===== src/rtl/xbh_pkg.sv =====
package xbh_pkg;
   typedef enum logic [1:0] {
      XBH_OWN   = 2'd0,
      XBH_PALL  = 2'd1,
      XBH_GRANT = 2'd2
   } xbh_state_e;
endpackage


===== src/rtl/xbh_sync.sv =====
module xbh_sync #(
   parameter int STAGES = 2
) (
   input  logic clk_i,
   input  logic rst_ni,
   input  logic d_i,
   output logic q_o
);
   initial begin
      assert (STAGES >= 2) else $error("xbh_sync: STAGES must be at least 2");
   end

   logic [STAGES-1:0] chain_q;

   genvar s;
   generate
      for (s = 0; s < STAGES; s++) begin : g_stage
         if (s == 0) begin : g_first
            always_ff @(posedge clk_i or negedge rst_ni) begin
               if (!rst_ni) chain_q[0] <= 1'b0;
               else         chain_q[0] <= d_i;
            end
         end else begin : g_next
            always_ff @(posedge clk_i or negedge rst_ni) begin
               if (!rst_ni) chain_q[s] <= 1'b0;
               else         chain_q[s] <= chain_q[s-1];
            end
         end
      end
   endgenerate

   assign q_o = chain_q[STAGES-1];
endmodule


===== src/rtl/xbh_gate.sv =====
module xbh_gate #(
   parameter int NSEQ = 6
) (
   input  logic            cyc_busy_i,
   input  logic [NSEQ-1:0] seq_hold_i,
   input  logic            lock_cfg_i,
   input  logic            dma_burst_i,
   input  logic            burst_yield_i,
   output logic            hold_o
);
   initial begin
      assert (NSEQ >= 1) else $error("xbh_gate: NSEQ must be at least 1");
   end

   logic [NSEQ:0] seq_or;

   assign seq_or[0] = 1'b0;
   genvar i;
   generate
      for (i = 0; i < NSEQ; i++) begin : g_or
         assign seq_or[i+1] = seq_or[i] | seq_hold_i[i];
      end
   endgenerate

   assign hold_o = cyc_busy_i | seq_or[NSEQ] | lock_cfg_i
                 | (dma_burst_i & ~burst_yield_i);
endmodule


===== src/rtl/xbh_fsm.sv =====
module xbh_fsm
   import xbh_pkg::*;
(
   input  logic clk_i,
   input  logic rst_ni,
   input  logic req_i,
   input  logic hold_i,
   input  logic bank_open_i,
   input  logic pall_done_i,
   output logic back_no,
   output logic pall_req_o,
   output logic drv_en_o,
   output logic stall_o
);
   xbh_state_e state_q, state_d;
   logic take_now;

   assign take_now = (state_q == XBH_OWN) & req_i & ~hold_i;

   always_comb begin
      state_d = state_q;
      unique case (state_q)
         XBH_OWN: begin
            if (take_now) state_d = bank_open_i ? XBH_PALL : XBH_GRANT;
         end
         XBH_PALL: begin
            if (!req_i)           state_d = XBH_OWN;
            else if (pall_done_i) state_d = XBH_GRANT;
         end
         XBH_GRANT: begin
            if (!req_i) state_d = XBH_OWN;
         end
         default: state_d = XBH_OWN;
      endcase
   end

   always_ff @(posedge clk_i or negedge rst_ni) begin
      if (!rst_ni) state_q <= XBH_OWN;
      else         state_q <= state_d;
   end

   assign back_no    = (state_q != XBH_GRANT);
   assign drv_en_o   = (state_q != XBH_GRANT);
   assign pall_req_o = (state_q == XBH_PALL);
   assign stall_o    = (state_q != XBH_OWN) | take_now;


   ack_needs_req_chk: assert property (@(posedge clk_i) disable iff (!rst_ni)
      $fell(back_no) |-> $past(req_i));


   hold_blocks_chk: assert property (@(posedge clk_i) disable iff (!rst_ni)
      (state_q == XBH_OWN && hold_i) |=> back_no);


   pall_first_chk: assert property (@(posedge clk_i) disable iff (!rst_ni)
      (state_q == XBH_OWN && bank_open_i) |=> back_no);


   resume_chk: assert property (@(posedge clk_i) disable iff (!rst_ni)
      (!back_no && !req_i) |=> (back_no && drv_en_o));


   stall_in_grant_chk: assert property (@(posedge clk_i) disable iff (!rst_ni)
      !back_no |-> stall_o);


   abort_pall_chk: assert property (@(posedge clk_i) disable iff (!rst_ni)
      (pall_req_o && !req_i) |=> (back_no && !pall_req_o));
endmodule


===== src/rtl/xbus_handoff.sv =====
module xbus_handoff #(
   parameter int NSEQ        = 6,
   parameter int SYNC_STAGES = 2
) (
   input  logic            clk_i,
   input  logic            rst_ni,
   input  logic            breq_ni,
   input  logic            cyc_busy_i,
   input  logic [NSEQ-1:0] seq_hold_i,
   input  logic            lock_cfg_i,
   input  logic            dma_burst_i,
   input  logic            burst_yield_i,
   input  logic            bank_open_i,
   input  logic            pall_done_i,
   output logic            back_no,
   output logic            pall_req_o,
   output logic            drv_en_o,
   output logic            stall_o
);
   logic req_s;
   logic hold_w;

   xbh_sync #(.STAGES(SYNC_STAGES)) u_sync (
      .clk_i  (clk_i),
      .rst_ni (rst_ni),
      .d_i    (~breq_ni),
      .q_o    (req_s)
   );

   xbh_gate #(.NSEQ(NSEQ)) u_gate (
      .cyc_busy_i    (cyc_busy_i),
      .seq_hold_i    (seq_hold_i),
      .lock_cfg_i    (lock_cfg_i),
      .dma_burst_i   (dma_burst_i),
      .burst_yield_i (burst_yield_i),
      .hold_o        (hold_w)
   );

   xbh_fsm u_fsm (
      .clk_i       (clk_i),
      .rst_ni      (rst_ni),
      .req_i       (req_s),
      .hold_i      (hold_w),
      .bank_open_i (bank_open_i),
      .pall_done_i (pall_done_i),
      .back_no     (back_no),
      .pall_req_o  (pall_req_o),
      .drv_en_o    (drv_en_o),
      .stall_o     (stall_o)
   );
endmodule


===== config.mk =====
export PLATFORM = sky130hd
export DESIGN_NAME = xbus_handoff
export DESIGN_NICKNAME = d
export VERILOG_FILES = /design/src/rtl/xbh_pkg.sv /design/src/rtl/xbh_sync.sv /design/src/rtl/xbh_gate.sv /design/src/rtl/xbh_fsm.sv /design/src/rtl/xbus_handoff.sv
export SDC_FILE = /design/constraint.sdc
export NUM_CORES = 1
export LEC_CHECK = 0
export BUFFER_PORTS_ARGS = -buffer_cell sky130_fd_sc_hd__buf_2
export CAP_MARGIN = 15
export CORE_AREA = 8 8 45 47
export CTS_CLUSTER_DIAMETER = 150
export DETAILED_ROUTE_END_ITERATION = 12
export DIE_AREA = 0 0 53 55
export GPL_TIMING_DRIVEN = 0
export HOLD_SLACK_MARGIN = 0.08
export PLACE_DENSITY = 0.42
export SLEW_MARGIN = 10
export SYNTH_ARGS = -nofsm -noshare
export SYNTH_HDL_FRONTEND = slang
export SYNTH_SLANG_ARGS = --single-unit

===== constraint.sdc =====
create_clock -name clk_i -period 1.3 [get_ports clk_i]
set_clock_uncertainty 0.2 [all_clocks]
set_input_delay 0.195 -clock clk_i [delete_from_list [all_inputs] [get_ports clk_i]]
set_output_delay 0.195 -clock clk_i [all_outputs]
set_load 0.05 [all_outputs]

==> results of run 1 <==
through the flow:
stage	cells	utilization	setup slack (ns)	hold WS (ns)
after floorplan	21	-	-0.0813	-0.301
after CTS	64	0.343	-0.207	0.0821
after detailed placement	55	0.242	-0.286	-0.197
final	65	0.352	-0.181	0.0935
after global routing	65	0.352	-0.267	0.109
after global placement	55	0.242	-0.264	-0.197
worst max-delay path, stage by stage (launching register included):
cell	delay, ns
dfrtp_1	0.34
nor2b_4	0.14
o2111ai_2	0.14
nand2_2	0.10
buf_8	0.14
logic make-up after synthesis:
logic type,after synthesis,synth area share
buffers and inverters,3,0.0690
AND/OR/NAND/NOR,10,0.287
flip-flops,4,0.460
AO/OA/AOI/OAI,4,0.184
what timing repair did:
item,CTS,global route
endpoints found under the hold margin,7,0
hold buffers,4,0
setup endpoints to repair,4,6
resized for setup,17,3
buffers inserted,2,1
cells in the mapped netlist:
master     n
o21ai_0    1
nor4_2     1
o41ai_2    1
nand2b_1   1
inv_1      2
nor2_1     1
a21bo_2    1
buf_4      1
nand3b_1   2
nand2_1    2
dfrtp_1    4
nor2b_1    2
nor3_1     1
o2111ai_1  1
cell usage in the layout (no fill, tap or decap), types with 3 or more instances in the layout:
master         Yosys  layout
buf_8              0       3
buf_4              1       3
buf_2              0      14
clkbuf_4           0       3
dlygate4sd3_1      0       4
how the worst min path moves through the flow:
| stage | startpoint | endpoint | slack [ns] | cells past startpoint |
|---|---|---|---|---|
| finish | rst_ni | u_fsm.state_q[0] | 0.09 | 2 |
| global route | rst_ni | u_fsm.state_q[0] | 0.11 | 2 |
| CTS | rst_ni | u_fsm.state_q[0] | 0.08 | 2 |
| detailed placement | rst_ni | u_sync.chain_q[0] | -0.20 | 1 |
| global placement | rst_ni | u_sync.chain_q[0] | -0.20 | 1 |
| floorplan | rst_ni | u_fsm.state_q[0] | -0.30 | 0 |
area by class of cell:
cell class              instances  area [sq um]  area share
repair buffers                 25           189       0.388
multi-input cells              14           134       0.275
flip-flops and latches          4           103       0.211
clock buffers                   3          22.5      0.0463
well taps                      16          20.0      0.0411
plain buffers                   1          11.3      0.0231
inverters                       2          7.51      0.0154
metal layers:
layer | vias to the layer above | global-route usage | wire length, microns
li1 | 134 | - | -
met4 | 0 | 0.0388 | 0
met1 | 102 | 0.0567 | 292
met2 | 19 | 0.0664 | 254
met3 | 0 | 0.0401 | 167
met5 | - | 0 | 0
power groups by stage:
stage / combinational, mW / clock, mW / sequential [mW]
5_1_grt: 0.0531 / 0.167 / 0.130
3_5_place_dp: 0.0320 / 0 / 0.132
3_3_place_gp: 0.0315 / 0 / 0.132
2_1_floorplan: 0.00706 / 0 / 0.131
4_1_cts: 0.0488 / 0.163 / 0.130
6_report: 0.0483 / 0.153 / 0.130
state kept, by name (all words and copies together) (netlist names):
signal and flops:
u_sync.q_o 1, u_sync.chain_q 1, u_fsm.state_q 2
==> results.yml, run 1 <==
critical_path:
  regToRegEndpoint: "u_fsm.state_q[1]"
  cp-start-kind: "flop"
  worstRegToRegCells: 4
  worstSetupPathType: "flop to output port"
  crit_path_max_fanout: 2
  crit_required_ns: 0.90
  cp-endpoint: "stall_o"
  endpoint_kind: "output port"
  arrival_ns: 1.09
  ff2ff_setup_slack_ns: 0.02
  r2r-start: "u_sync.q_o"
  critPathLaunch: "u_sync.q_o"
power:
  seq_power_share: 0.392
  p_total_uw: 331
  leakagePower_nw: 0.236
  ir_drop_mv: 0.327
  p_int_uw: 263
  p_comb_frac: 0.146
  powerDensity_nw_per_um2: 679
  netSwitchingFraction: 0.206
  p_switching_uw: 68.0
  power.share.clock: 0.461
clock_network:
  cts_sinks: 4
  cts_buffers: 3
  cts.htree.levels: 1
  clk_pin_slew_worst_paths_ns: 0.04
  insertion_delay_ns: 0.23
  cts_tree: "yes"
  clock_path_buffers: 2
  root_buffer: "clkbuf_4"
synth:
  synth_cells: 21
  netlist_area_sq_um: 218
  syn_nets: 36
  synth_cell_type_count: 14
  yosys.area.top_type_share: 0.460
  ys_seq_elements: 4
  ys_seq_area_frac: 0.460
  ys_warn_count: 0
  avgSynthCellArea_sq_um: 10.4
  synth_top_area_cell: "dfrtp_1"
  ys_top_cells_by_area: "dfrtp_1, o41ai_2, nand3b_1"
timing:
  setup_tns_ns: -0.516
  layout_setup_ws_ns: -0.181
  worst_pin_slew_ns: 0.252
  fin_crit_sh: 1.14
  slew_headroom: 0.831
  rsz0062_at_grt: "true"
  finalHoldViolations: 0
  drv_slew: 0
  setup_viol: 4
  max_freq_ghz: 0.675
  min_period_ns: 1.48
floorplanning:
  coreArea_sq_um: 1380
  die_h_microns: 55
  die_w_microns: 53
  rows: 14
  die_area_sq_um: 2920
  initial_core_util: 0.157
  ioPinCount: 19
layout:
  fillCellCount: 143
  final_nets: 66
  syn_to_final_growth_pct: 124
  fin_area_sq_um: 487
  drive_above_1_share: 0.714
  antenna-diode-count: 0
run_status:
  failed_checks: "negative setup slack"
  status: "finished, violations left"
worst_hold_path:
  hp-class: "input port to async pin"
grt:
  grt_max_degree: 6
  antenna_found_initial: 0
  grt_usage: 0.0521
  grt_pass1_vias: 245
  grt_pass1_wl_mm: 1.07
  grt_overflow: 0
route:
  drc: 0
  detail_route.iter0.violations: 3
  first_pass_iters: 3
  via_per_inst: 3.92
  wl_per_cell_microns: 11.0
  ant_nets: 0
  vias: 255
  wl_microns: 714
placement:
  dp_hpwl_microns: 562
  post_dp_cell_area_sq_um: 335
  place_congestion: 0.671
  port_buffers: 18
job:
  maxCapViolCount: 0
Power figures use the tool's default switching activity.
==> run 2, diff against run 1 <==
ABC_AREA = 1   (was default)
PLACE_DENSITY = default   (was 0.42)
PLACE_DENSITY_LB_ADDON = 0.05   (was default)
==> run 2 against run 1 <==
The run still ends with negative setup slack left. Synthesized area is 20% higher. Worst hold slack worse by 0.043 ns. Routed wire length is 5.3% higher. Power grew to 3.8 times the previous value. Final cell count is 25% higher. Register-to-register slack better by 0.02 ns. Critical path type unchanged.
==> results.yml, run 2 <==
timing:
  max_freq_ghz: 0.678
  finalHoldViolations: 0
  slew_headroom: 0.887
  worst_pin_slew_ns: 0.169
  setup_viol: 4
  rsz0062_at_grt: "true"
  fin_crit_sh: 1.13
  min_period_ns: 1.47
  drv_slew: 0
  layout_setup_ws_ns: -0.174
floorplanning:
  rows: 14
  ioPinCount: 19
  die_h_microns: 55
  die_w_microns: 53
  coreArea_sq_um: 1380
  initial_core_util: 0.189
  die_area_sq_um: 2920
grt:
  grt_max_degree: 5
  grt_overflow: 0
  grt_usage: 0.0515
  grt_pass1_vias: 300
  grt_pass1_wl_mm: 1.06
  antenna_found_initial: 0
layout:
  fin_area_sq_um: 514
  final_common_cell: "buf_2"
  antenna-diode-count: 0
  stdcell_count: 81
  largest_reg_flops: 2
  largest-register: "u_fsm.state_q"
  final_cell_mix: "buf_2, inv_1, nand2_1"
  final_nets: 82
  drive_above_1_share: 0.615
  syn_to_final_growth_pct: 96.7
synth:
  synth_cell_type_count: 12
  synth_ff_type: "dfrtp_1"
  ys_seq_elements: 4
  synthXorXnorAreaFrac: 0
  ys_seq_area_frac: 0.383
  synth-edff-count: 0
  muxShareOfSynthArea: 0
  synth_top_family_by_area: "simple AND/OR/NAND/NOR gates"
  synth_simple_gate_area_frac: 0.407
  syn_nets: 54
  synth_cells: 39
  ys_warn_count: 0
  yosys-top-cells-count: "inv_1, nand2_1, dfrtp_1, nor2_1, nor2_2"
  async_flop_share: 1.00
  yosys.area.top_type_share: 0.383
  synth_fa_ha_area_frac: 0
  netlist_area_sq_um: 262
  synth-compound-area-share: 0.0239
  avgSynthCellArea_sq_um: 6.71
  ys_top_cells_by_area: "dfrtp_1, inv_1, nand2_1"
  synth_top_area_cell: "dfrtp_1"
power:
  powerDensity_nw_per_um2: 2470
  p_comb_frac: 0.739
  netSwitchingFraction: 0.481
  ir_drop_mv: 1.08
  p_switching_uw: 610
  power.share.clock: 0.117
  p_total_mw: 1.27
  seq_power_share: 0.144
  p_int_uw: 658
  leakagePower_nw: 0.283
critical_path:
  max_stage_delay_ns: 0.36
  crit_path_max_fanout: 2
  endpoint_kind: "output port"
  critPathTopFamily: "flip-flops"
  crit_chain: "inv_2 -> nor2_2 -> and2_1 -> nand2_2 -> nand2_4 -> buf_8"
  cp-start-kind: "flop"
  r2r-start: "u_sync.q_o"
  ff2ff_setup_slack_ns: 0.04
  arrival_ns: 1.08
  worstSetupPathType: "flop to output port"
  critPathLaunch: "u_sync.q_o"
  critical_path_buf_inv_count: 2
  crit_required_ns: 0.90
  critPathSlowestCell: "dfrtp_1"
clock_network:
  cts_sinks: 4
  clk_pin_slew_worst_paths_ns: 0.04
  cts_buffers: 3
  cts_tree: "yes"
  clock_path_buffers: 2
  insertion_delay_ns: 0.23
  root_buffer: "clkbuf_4"
  cts.htree.levels: 1
  holdBufCountCts: 2
run_status:
  failed_checks: "negative setup slack"
  status: "finished, violations left"
route:
  first_pass_iters: 1
  wl_per_cell_microns: 9.28
  drc: 0
  ant_nets: 0
  vias: 305
  wl_microns: 752
  detail_route.iter0.violations: 0
  via_per_inst: 3.77
worst_hold_path:
  hp-class: "input port to flop"
  min-delay-start: "pall_done_i"
placement:
  dp_hpwl_microns: 589
  place_congestion: 0.667
  port_buffers: 18
  post_dp_cell_area_sq_um: 384
  dp.cells: 73
  pre_cts_ws_ns: -0.0724
job:
  maxCapViolCount: 0
## run 2: power groups by stage
stage	Clock, mW	Sequential (mW)	Combinational [mW]
final	0.149	0.182	0.937
after global routing	0.166	0.185	0.994
after CTS	0.161	0.187	0.831
after detailed placement	0	0.187	0.634
after global placement	0	0.189	0.638
after floorplan	0	0.184	0.508
## run 2: logic make-up (layout without fill, tap and decap cells)
family,Yosys count,count (layout)
AND/OR/NAND/NOR,22,22
AO/OA/AOI/OAI,1,1
buffers and inverters,12,38
flip-flops,4,4
## run 2: cell type report
type / count / area (sq um)
multi-input cells: 23 / 146
well taps: 16 / 20.0
fillers: 146 / 870
repair buffers: 23 / 173
clock buffers: 3 / 22.5
flip-flops and latches: 4 / 100
inverters: 11 / 41.3
plain buffers: 1 / 11.3
## run 2: worst register-to-register path, cell delays in order, from the launching register on
cell and delay, ns:
dfrtp_1 0.36, inv_2 0.06, nor2_2 0.03, and2_1 0.13, nand2_2 0.07, nand2_4 0.05
buf_4 0.14, nand3_2 0.05, nand2_1 0.05
## run 2: path summary, 6_finish.rpt
path                                         end  cells past startpoint
worst max-delay path                     stall_o                      6
worst min-delay path            u_fsm.state_q[0]                      4
worst max register to register  u_fsm.state_q[1]                      8
worst min register to register        u_sync.q_o                      0
max in group asynchronous       u_fsm.state_q[0]                      2
min in group asynchronous             u_sync.q_o                      2
## run 2: repair_timing
action	in CTS	in global routing
gates cloned	0	0
endpoints found under the setup margin	4	6
buffers inserted	2	2
resized for setup	13	7
hold endpoints to repair	6	1
pin swaps	2	4
## run 2: through the flow
step            util  setup TNS [ns]  hold slack, ns
4_1_cts        0.347          -0.425          0.0330
2_1_floorplan      -               0          -0.301
5_1_grt        0.372          -0.691          0.0553
3_3_place_gp   0.278         -0.0690          -0.196
3_5_place_dp   0.278         -0.0724          -0.197
6_report       0.372          -0.496          0.0509
## run 2: per-layer routing
layer,global-route usage,share of wire
met5,0,0
met4,0.0647,0
met3,0.0134,0.10
met2,0.0840,0.51
met1,0.0475,0.38
